### config.mk
export PLATFORM = sky130hd
export DESIGN_NAME = irq_vec_encoder
export DESIGN_NICKNAME = d
export VERILOG_FILES = /design/src/rtl/irq_enc_pkg.sv /design/src/rtl/irq_line_sync.sv /design/src/rtl/irq_prio_vec.sv /design/src/rtl/irq_reg_port.sv /design/src/rtl/irq_vec_encoder.sv
export SDC_FILE = /design/constraint.sdc
export NUM_CORES = 1
export LEC_CHECK = 0
export BUFFER_PORTS_ARGS = -buffer_cell sky130_fd_sc_hd__buf_2
export CAP_MARGIN = 20
export CORE_AREA = 2 2 79 81
export CTS_BUF_LIST = sky130_fd_sc_hd__clkbuf_4
export DETAILED_ROUTE_END_ITERATION = 10
export DIE_AREA = 0 0 81 83
export GPL_TIMING_DRIVEN = 0
export PLACE_DENSITY = 0.72
export RECOVER_POWER = 25
export SKIP_LAST_GASP = 1
export SLEW_MARGIN = 5
export SYNTH_ARGS = -nofsm -noshare
export SYNTH_HDL_FRONTEND = slang
export SYNTH_HIERARCHICAL = 1
export SYNTH_SLANG_ARGS = --single-unit
### constraint.sdc
create_clock -name clk -period 5.38 [get_ports clk]
set_input_delay 1.076 -clock clk [delete_from_list [all_inputs] [get_ports clk]]
set_output_delay 1.076 -clock clk [all_outputs]
set_load 0.02 [all_outputs]
### src/rtl/irq_enc_pkg.sv
package irq_enc_pkg;

    // Byte offsets of the two registers in the port window
    localparam int unsigned OFF_SOURCE = 0;
    localparam int unsigned OFF_ENABLE = 2;

    // Register selection decoded from the offset
    typedef enum logic [1:0] {
        SEL_NONE   = 2'd0,
        SEL_SOURCE = 2'd1,
        SEL_ENABLE = 2'd2
    } reg_sel_e;

endpackage

### src/rtl/irq_line_sync.sv
module irq_line_sync #(
    parameter int unsigned WIDTH  = 16,
    parameter int unsigned STAGES = 2
) (
    input  logic             clk,
    input  logic             rst,
    input  logic [WIDTH-1:0] async_in,
    output logic [WIDTH-1:0] sync_out
);

    // One shift chain per line; the last stage is the source state
    for (genvar g = 0; g < WIDTH; g++) begin : g_line
        logic [STAGES-1:0] chain;

        always_ff @(posedge clk) begin
            if (rst) begin
                chain <= '0;
            end else begin
                chain <= {chain[STAGES-2:0], async_in[g]};
            end
        end

        assign sync_out[g] = chain[STAGES-1];
    end

endmodule

### src/rtl/irq_prio_vec.sv
module irq_prio_vec #(
    parameter int unsigned WIDTH  = 16,
    parameter int unsigned DATA_W = 16
) (
    input  logic [WIDTH-1:0]  pending,
    output logic              any_hit,
    output logic [DATA_W-1:0] vector
);

    localparam int unsigned IDX_W = (WIDTH > 1) ? $clog2(WIDTH) : 1;
    localparam int unsigned PAD_W = DATA_W - IDX_W - 3;
    localparam logic [IDX_W:0] ONE = 1;

    logic [IDX_W-1:0] win_idx;
    logic [IDX_W:0]   code;

    // Scan from the top down so the lowest set bit is the last to win
    always_comb begin
        any_hit = 1'b0;
        win_idx = '0;
        for (int i = WIDTH - 1; i >= 0; i--) begin
            if (pending[i]) begin
                any_hit = 1'b1;
                win_idx = IDX_W'(i);
            end
        end
    end

    assign code   = {1'b0, win_idx} + ONE;
    assign vector = any_hit ? {{PAD_W{1'b0}}, code, 2'b00} : '0;

endmodule

### src/rtl/irq_reg_port.sv
module irq_reg_port
    import irq_enc_pkg::*;
#(
    parameter int unsigned DATA_W   = 16,
    parameter int unsigned ADDR_W   = 4,
    parameter logic [15:0] RST_MASK = 16'h0010
) (
    input  logic              clk,
    input  logic              rst,
    input  logic [ADDR_W-1:0] reg_addr,
    input  logic              reg_wr,
    input  logic              reg_rd,
    input  logic [DATA_W-1:0] reg_wdata,
    input  logic [DATA_W-1:0] src_vector,
    output logic [DATA_W-1:0] mask_q,
    output logic [DATA_W-1:0] reg_rdata
);

    reg_sel_e sel;
    logic [DATA_W-1:0] rd_mux;

    always_comb begin
        if (reg_addr == ADDR_W'(OFF_SOURCE)) begin
            sel = SEL_SOURCE;
        end else if (reg_addr == ADDR_W'(OFF_ENABLE)) begin
            sel = SEL_ENABLE;
        end else begin
            sel = SEL_NONE;
        end
    end

    always_comb begin
        unique case (sel)
            SEL_SOURCE: rd_mux = src_vector;
            SEL_ENABLE: rd_mux = mask_q;
            default:    rd_mux = '0;
        endcase
    end

    // Only the enable mask is writable
    always_ff @(posedge clk) begin
        if (rst) begin
            mask_q <= DATA_W'(RST_MASK);
        end else if (reg_wr && sel == SEL_ENABLE) begin
            mask_q <= reg_wdata;
        end
    end

    always_ff @(posedge clk) begin
        if (rst) begin
            reg_rdata <= '0;
        end else if (reg_rd) begin
            reg_rdata <= rd_mux;
        end
    end

endmodule

### src/rtl/irq_vec_encoder.sv
module irq_vec_encoder #(
    parameter int unsigned NUM_LINES = 16,
    parameter int unsigned DATA_W    = 16,
    parameter int unsigned ADDR_W    = 4,
    parameter int unsigned SYNC_STG  = 2,
    parameter logic [15:0] RST_MASK  = 16'h0010
) (
    input  logic                 clk,
    input  logic                 rst,
    input  logic [NUM_LINES-1:0] irq_lines,
    input  logic [ADDR_W-1:0]    reg_addr,
    input  logic                 reg_wr,
    input  logic                 reg_rd,
    input  logic [DATA_W-1:0]    reg_wdata,
    output logic [DATA_W-1:0]    reg_rdata,
    output logic                 irq_out
);

    logic [NUM_LINES-1:0] src_q;
    logic [DATA_W-1:0]    mask_q;
    logic [NUM_LINES-1:0] pend;
    logic [DATA_W-1:0]    src_vector;
    logic                 any_pend;

    irq_line_sync #(
        .WIDTH  (NUM_LINES),
        .STAGES (SYNC_STG)
    ) u_sync (
        .clk      (clk),
        .rst      (rst),
        .async_in (irq_lines),
        .sync_out (src_q)
    );

    assign pend = src_q & mask_q[NUM_LINES-1:0];

    irq_prio_vec #(
        .WIDTH  (NUM_LINES),
        .DATA_W (DATA_W)
    ) u_prio (
        .pending (pend),
        .any_hit (any_pend),
        .vector  (src_vector)
    );

    irq_reg_port #(
        .DATA_W   (DATA_W),
        .ADDR_W   (ADDR_W),
        .RST_MASK (RST_MASK)
    ) u_regs (
        .clk        (clk),
        .rst        (rst),
        .reg_addr   (reg_addr),
        .reg_wr     (reg_wr),
        .reg_rd     (reg_rd),
        .reg_wdata  (reg_wdata),
        .src_vector (src_vector),
        .mask_q     (mask_q),
        .reg_rdata  (reg_rdata)
    );

    assign irq_out = any_pend;

endmodule

==> results of run 1 <==
==> logic make-up after synthesis <==
family	Yosys count	share of synthesized area, %
flip-flops	64	45.0
multiplexers	32	11.3
other	1	0.132
adder cells (fa/ha/maj)	1	0.440
AO/OA/AOI/OAI	30	6.20
buffers and inverters	41	10.7
AND/OR/NAND/NOR	127	26.3
==> registers in the layout, indices dropped and copies added, names as in the netlist <==
| register | cells |
|---|---|
| u_regs/mask_q | 16 |
| u_regs/reg_rdata | 16 |
| u_sync/g_line.chain | 32 |
==> where the power goes <==
part	leakage, uW	total (uW)	switching [uW]	internal (uW)
Sequential	0.000523	491	4.02	487
Clock	0.0000910	396	164	231
Combinational	0.000922	75.2	31.7	43.6
==> worst register-to-register path: cells and delay by family (launching register included) <==
family	cells	cell delay [ns]
AND/OR/NAND/NOR	1	0.20
adder cells (fa/ha/maj)	1	0.28
multiplexers	1	0.10
flip-flops	1	0.31
buffers and inverters	1	0.12
AO/OA/AOI/OAI	4	1.18
==> area by class of cell <==
class,count,area (sq um)
Clock buffer,9,67.6
Fill cell,551,2400
Sequential cell,64,1280
Timing Repair Buffer,55,274
Clock inverter,7,110
Tap cell,75,93.8
Multi-Input combinational cell,201,1300
Inverter,2,7.51
Buffer,39,285
==> how the worst max path moves through the flow <==
stage | to
after floorplan | irq_out
after global placement | irq_out
after detailed placement | irq_out
after CTS | irq_out
after global routing | irq_out
final | irq_out
==> per-stage QoR <==
| step | util [%] | setup WS, ns |
|---|---|---|
| 2_1_floorplan | - | 2.78 |
| 3_3_place_gp | 55.9 | 2.46 |
| 3_5_place_dp | 55.9 | 2.50 |
| 4_1_cts | 59.0 | 2.03 |
| 5_1_grt | 58.8 | 1.89 |
| 6_report | 58.8 | 2.08 |
==> layout by cell type (no fill, tap or decap), drive strengths merged, types with 2 or more instances in the layout <==
cell type  instances
o31ai              3
conb              11
nand2b            31
o21ai             19
inv                2
nand2             18
clkbuf            18
and2              18
mux2i             32
and3               2
a21oi              2
nor4               2
dfxtp             64
clkinv             3
bufinv             3
nor3               5
buf               85
nor2              10
nor2b             35
==> per-layer routing <==
metal / vias to the layer above / global-route usage [%]
met1: 869 / 19.7
met4: 0 / 8.32
met3: 11 / 4.57
li1: 1088 / -
met5: - / 0
met2: 53 / 26.8
==> impl_metrics.json, run 1 <==
{
  "area_delta_synth_final_pct": 20.1,
  "cp_num_buf_inv": 2,
  "fin_nets": 413,
  "fp.dieH_microns": 83,
  "first_pass_iters": 5,
  "first_global_vias": 1819,
  "fmax_mhz": 303,
  "r2r_setup_slack_ns": 3.13,
  "worstPathCellList": "buf_4 -> and2_1 -> nor4_1 -> nor3b_2 -> nand3_2 -> buf_2",
  "diodes": 0,
  "whs_ns": 0.440,
  "drt-met1-wl_mm": 2.30,
  "ys_top_cells_by_count": "64 x dfxtp_1, 35 x nor2b_1, 32 x mux2i_1, 31 x nand2b_1, 30 x buf_4",
  "rows": 28,
  "syn_inst": 296,
  "crit_path_start_kind": "flop",
  "cap_violations": 0,
  "hp-class": "reg -> reg",
  "cts.htree.levels": 3,
  "totalWireLength_mm": 5.07,
  "cts.sinks": 64,
  "min_period_ns": 3.30,
  "cp.depth": 6,
  "pin_count": 57,
  "startpoint": "u_sync/g_line[10].chain[1]",
  "power.density_mw_per_mm2": 282,
  "wl_per_cell_microns": 11.2,
  "fin_crit_sh_pct": 61.4,
  "drive_gt1_share_pct": 28.4,
  "synth-edff-count": 0,
  "ys_types": 37,
  "crit_type": "reg -> out",
  "clock_path_buffers": 2,
  "synth_most_common_cell": "dfxtp_1",
  "slew_viol_final": 0,
  "clock-root-buffer": "clkbuf_4",
  "dr.first_iter.drc_count": 68,
  "die_x_microns": 81,
  "status": "completed",
  "rsz0062_at_grt": "no",
  "place_inst": 436,
  "tightestPinTransition_ns": 0.646,
  "final_area_sq_mm": 0.00342,
  "synth_top_area_share_pct": 45.0,
  "top_layer_used": "met4",
  "fin_setup_tns_ns": 0,
  "clock_latency_ns": 0.41,
  "setup_viol": 0,
  "crit_path_max_incr_delay_ns": 0.60,
  "holdPathStages": 1,
  "vias": 2021,
  "slew_headroom_pct": 56.4,
  "r2r_cells": 8,
  "placed_cell_area_sq_mm": 0.00325,
  "antenna_found_initial": 0,
  "vdd_drop_max_mv": 0.181,
  "finalPower_uw": 962,
  "grtUsageTotal_pct": 16.5,
  "fin_cells": 452,
  "endpoint_kind": "primary output",
  "worstHoldStart": "u_sync/g_line[14].chain[0]",
  "synthFlopType": "dfxtp_1",
  "grt_start_max_net_pins": 13,
  "path_max_fanout": 4,
  "start_util_pct": 48.9,
  "cts_tree": "built",
  "die-area_sq_mm": 0.00672,
  "dr_wl_met2_mm": 2.40,
  "yosysSeqAreaShare_pct": 45.0,
  "min_to": "u_sync/g_line[14].chain[1]",
  "p_leak_uw": 0.00154,
  "gp_congestion": 0.821,
  "vias_per_cell": 4.47,
  "finClkSkew_ns": 0.0158,
  "dpl.hpwl_mm": 3.98,
  "ant_nets": 0,
  "cpMaxStageDelayCell": "nor4_1",
  "synth-seq-cells": 64,
  "netlist_area_sq_mm": 0.00285,
  "cts_made_buffers": 9,
  "grt_pass1_wl_mm": 8.33,
  "crit_family": "simple AND/OR/NAND/NOR gates",
  "async_reset_ff_share_pct": 0,
  "met3_length_microns": 248,
  "clk_pin_slew_worst_paths_ns": 0.10,
  "drt_drc_violations_left": 0,
  "syn_avg_cell_area_sq_um": 9.61,
  "r2r_end": "u_regs/reg_rdata[4]",
  "core_area_sq_mm": 0.00582,
  "required_ns": 4.30,
  "timing_hold_violations_final": 0,
  "synth_area_leaders": "dfxtp_1 45%, mux2i_1 11%, buf_4 7.9%",
  "postCtsHoldBufs": 0,
  "yosys.area.top_type": "dfxtp_1",
  "ys_warn_count": 6,
  "portBuffers": 55,
  "cts_resized": 0,
  "r2r-start": "u_sync/g_line[6].chain[1]",
  "postCtsSetupBuffers": 0,
  "grt_overflow_total": 0,
  "cp_data_arrival_time_ns": 2.23
}
Note: power is estimated with default switching activity, not from simulation.
==> run 2, diff against run 1 <==
PLACE_DENSITY = 0.75   (was 0.72)
clock period = 2.9 ns   (was 5.38 ns; I/O delays follow)
==> run 2 against run 1 <==
  * First-iteration DRC count rose by 16%
  * Register-to-register slack lost 2.5 ns
  * Setup slack got worse by 1.9 ns
  * Via count is 0.89% lower
  * Hold slack got worse by 0.042 ns
  * Clock power up 15%
  * Cell count decreased by 0.22%
  * Global-route usage barely moved
  * Core utilization shrank 1.2 points
  * Die area stayed put
==> impl_metrics.json, run 2 (synthesis gave the netlist of run 1 again) <==
{
  "status": "completed",
  "grt_start_max_net_pins": 13,
  "grtUsageTotal_pct": 16.5,
  "setup_ws_ns": 0.188,
  "postCtsSetupBuffers": 0,
  "clk_pin_slew_worst_paths_ns": 0.10,
  "place_ws_ns": 0.454,
  "fin_crit_sh_pct": 93.5,
  "startpoint": "u_sync/g_line[7].chain[1]",
  "regMostFlops": "u_sync/g_line.chain",
  "first_global_vias": 1921,
  "path_max_fanout": 4,
  "start_util_pct": 48.9,
  "pin_count": 57,
  "fillerInstances": 573,
  "finalPower_uw": 1510,
  "cts.sinks": 64,
  "cts_resized": 0,
  "p_leak_uw": 0.00150,
  "wl_per_cell_microns": 11.3,
  "ant_nets": 0,
  "fmax_mhz": 369,
  "required_ns": 2.32,
  "crit_type": "reg -> out",
  "rsz0062_at_grt": "no",
  "clock-root-buffer": "clkbuf_4",
  "worstHoldStart": "irq_lines[12]",
  "endpoint_kind": "primary output",
  "portBuffers": 55,
  "area_delta_synth_final_pct": 17.6,
  "utilization_pct": 57.5,
  "top_regs": "u_sync/g_line.chain: 32 flops, u_regs/mask_q: 16 flops, u_regs/reg_rdata: 16 flops",
  "cap_violations": 0,
  "clock_latency_ns": 0.39,
  "first_pass_iters": 4,
  "drive_gt1_share_pct": 28.5,
  "dpl.hpwl_mm": 3.98,
  "cts.htree.levels": 3,
  "diodes": 0,
  "gp_congestion": 0.820,
  "slew_viol_final": 0,
  "layout_commonest_cell": "dfxtp_1",
  "slew_headroom_pct": 53.9,
  "cts_made_buffers": 9,
  "vias": 2003,
  "crit_path_start_kind": "flop",
  "grt_pass1_wl_mm": 8.49,
  "vdd_drop_max_mv": 0.345,
  "min_period_ns": 2.71,
  "totalWireLength_mm": 5.11,
  "core_area_sq_mm": 0.00582,
  "antenna_found_initial": 0,
  "clock_path_buffers": 2,
  "timing_hold_violations_final": 0,
  "drt_drc_violations_left": 0,
  "dr.first_iter.drc_count": 79,
  "vias_per_cell": 4.44,
  "power.density_mw_per_mm2": 451,
  "die_x_microns": 81,
  "cts_tree": "built",
  "largest_reg_flops": 32,
  "rows": 28,
  "fp.dieH_microns": 83,
  "hp-class": "in -> reg",
  "setup_viol": 0,
  "fin_setup_tns_ns": 0,
  "most-common-layout-cells": "64 x dfxtp_1, 55 x buf_2, 35 x nor2b_1, 32 x mux2i_1, 31 x nand2b_1",
  "die-area_sq_mm": 0.00672,
  "fin_nets": 413,
  "finClkSkew_ns": 0.0134,
  "cp_data_arrival_time_ns": 2.13,
  "postCtsHoldBufs": 0,
  "tightestPinTransition_ns": 0.682,
  "grt_overflow_total": 0,
  "r2r-start": "u_sync/g_line[6].chain[1]"
}
[run 2: changes by cell type in the layout (fill, tap and decap cells not counted)]
cell,previous run,this run
bufinv_16,3,0
clkbuf_4,10,11
clkinv_2,1,2
nor4_1,2,1
nor4_2,0,1
[run 2: layout make-up]
| type | count | area, sq um | share of cell area (%) |
|---|---|---|---|
| clock inverter | 5 | 25.0 | 0.748 |
| sequential | 64 | 1280 | 38.3 |
| buffer | 39 | 285 | 8.53 |
| timing repair buffer | 55 | 274 | 8.19 |
| multi-input combinational | 201 | 1300 | 39.0 |
| tap | 75 | 93.8 | 2.80 |
| inverter | 2 | 7.51 | 0.224 |
| clock buffer | 10 | 75.1 | 2.24 |
[run 2: path summary, 6_finish.rpt]
| check | end | slack, ns | cells past startpoint |
|---|---|---|---|
| worst max register to register | u_regs/reg_rdata[4] | 0.60 | 8 |
| worst max-delay path | irq_out | 0.19 | 7 |
| worst min-delay path | u_sync/g_line[12].chain[0] | 0.40 | 2 |
| worst min register to register | u_sync/g_line[0].chain[1] | 0.44 | 1 |
[run 2: power breakdown]
part | switching (uW) | total [uW] | internal (uW)
logic | 59.0 | 140 | 80.9
registers | 7.54 | 911 | 903
clock network | 284 | 457 | 173
[run 2: metal layers]
layer	vias to the layer above	GRT usage [%]	wire length [microns]
met5	-	0	0
met4	0	6.93	54
met3	5	4.24	228
met2	51	27.3	2390
met1	859	20.1	2430
li1	1088	-	-
[run 2: critical path, cell delays in order (launching register included)]
cell,delay (ns)
dfxtp_1,0.31
buf_4,0.11
and2_1,0.17
or2_4,0.27
or3_4,0.35
nor3b_2,0.23
nand3_2,0.12
buf_2,0.18
[run 2: metrics by stage]
step	cells	cell area, sq um	hold slack (ns)
floorplan	306	2880	0.414
finish	451	3350	0.398
global placement	436	3250	0.417
global route	451	3350	0.373
detailed placement	436	3250	0.421
CTS	451	3350	0.377
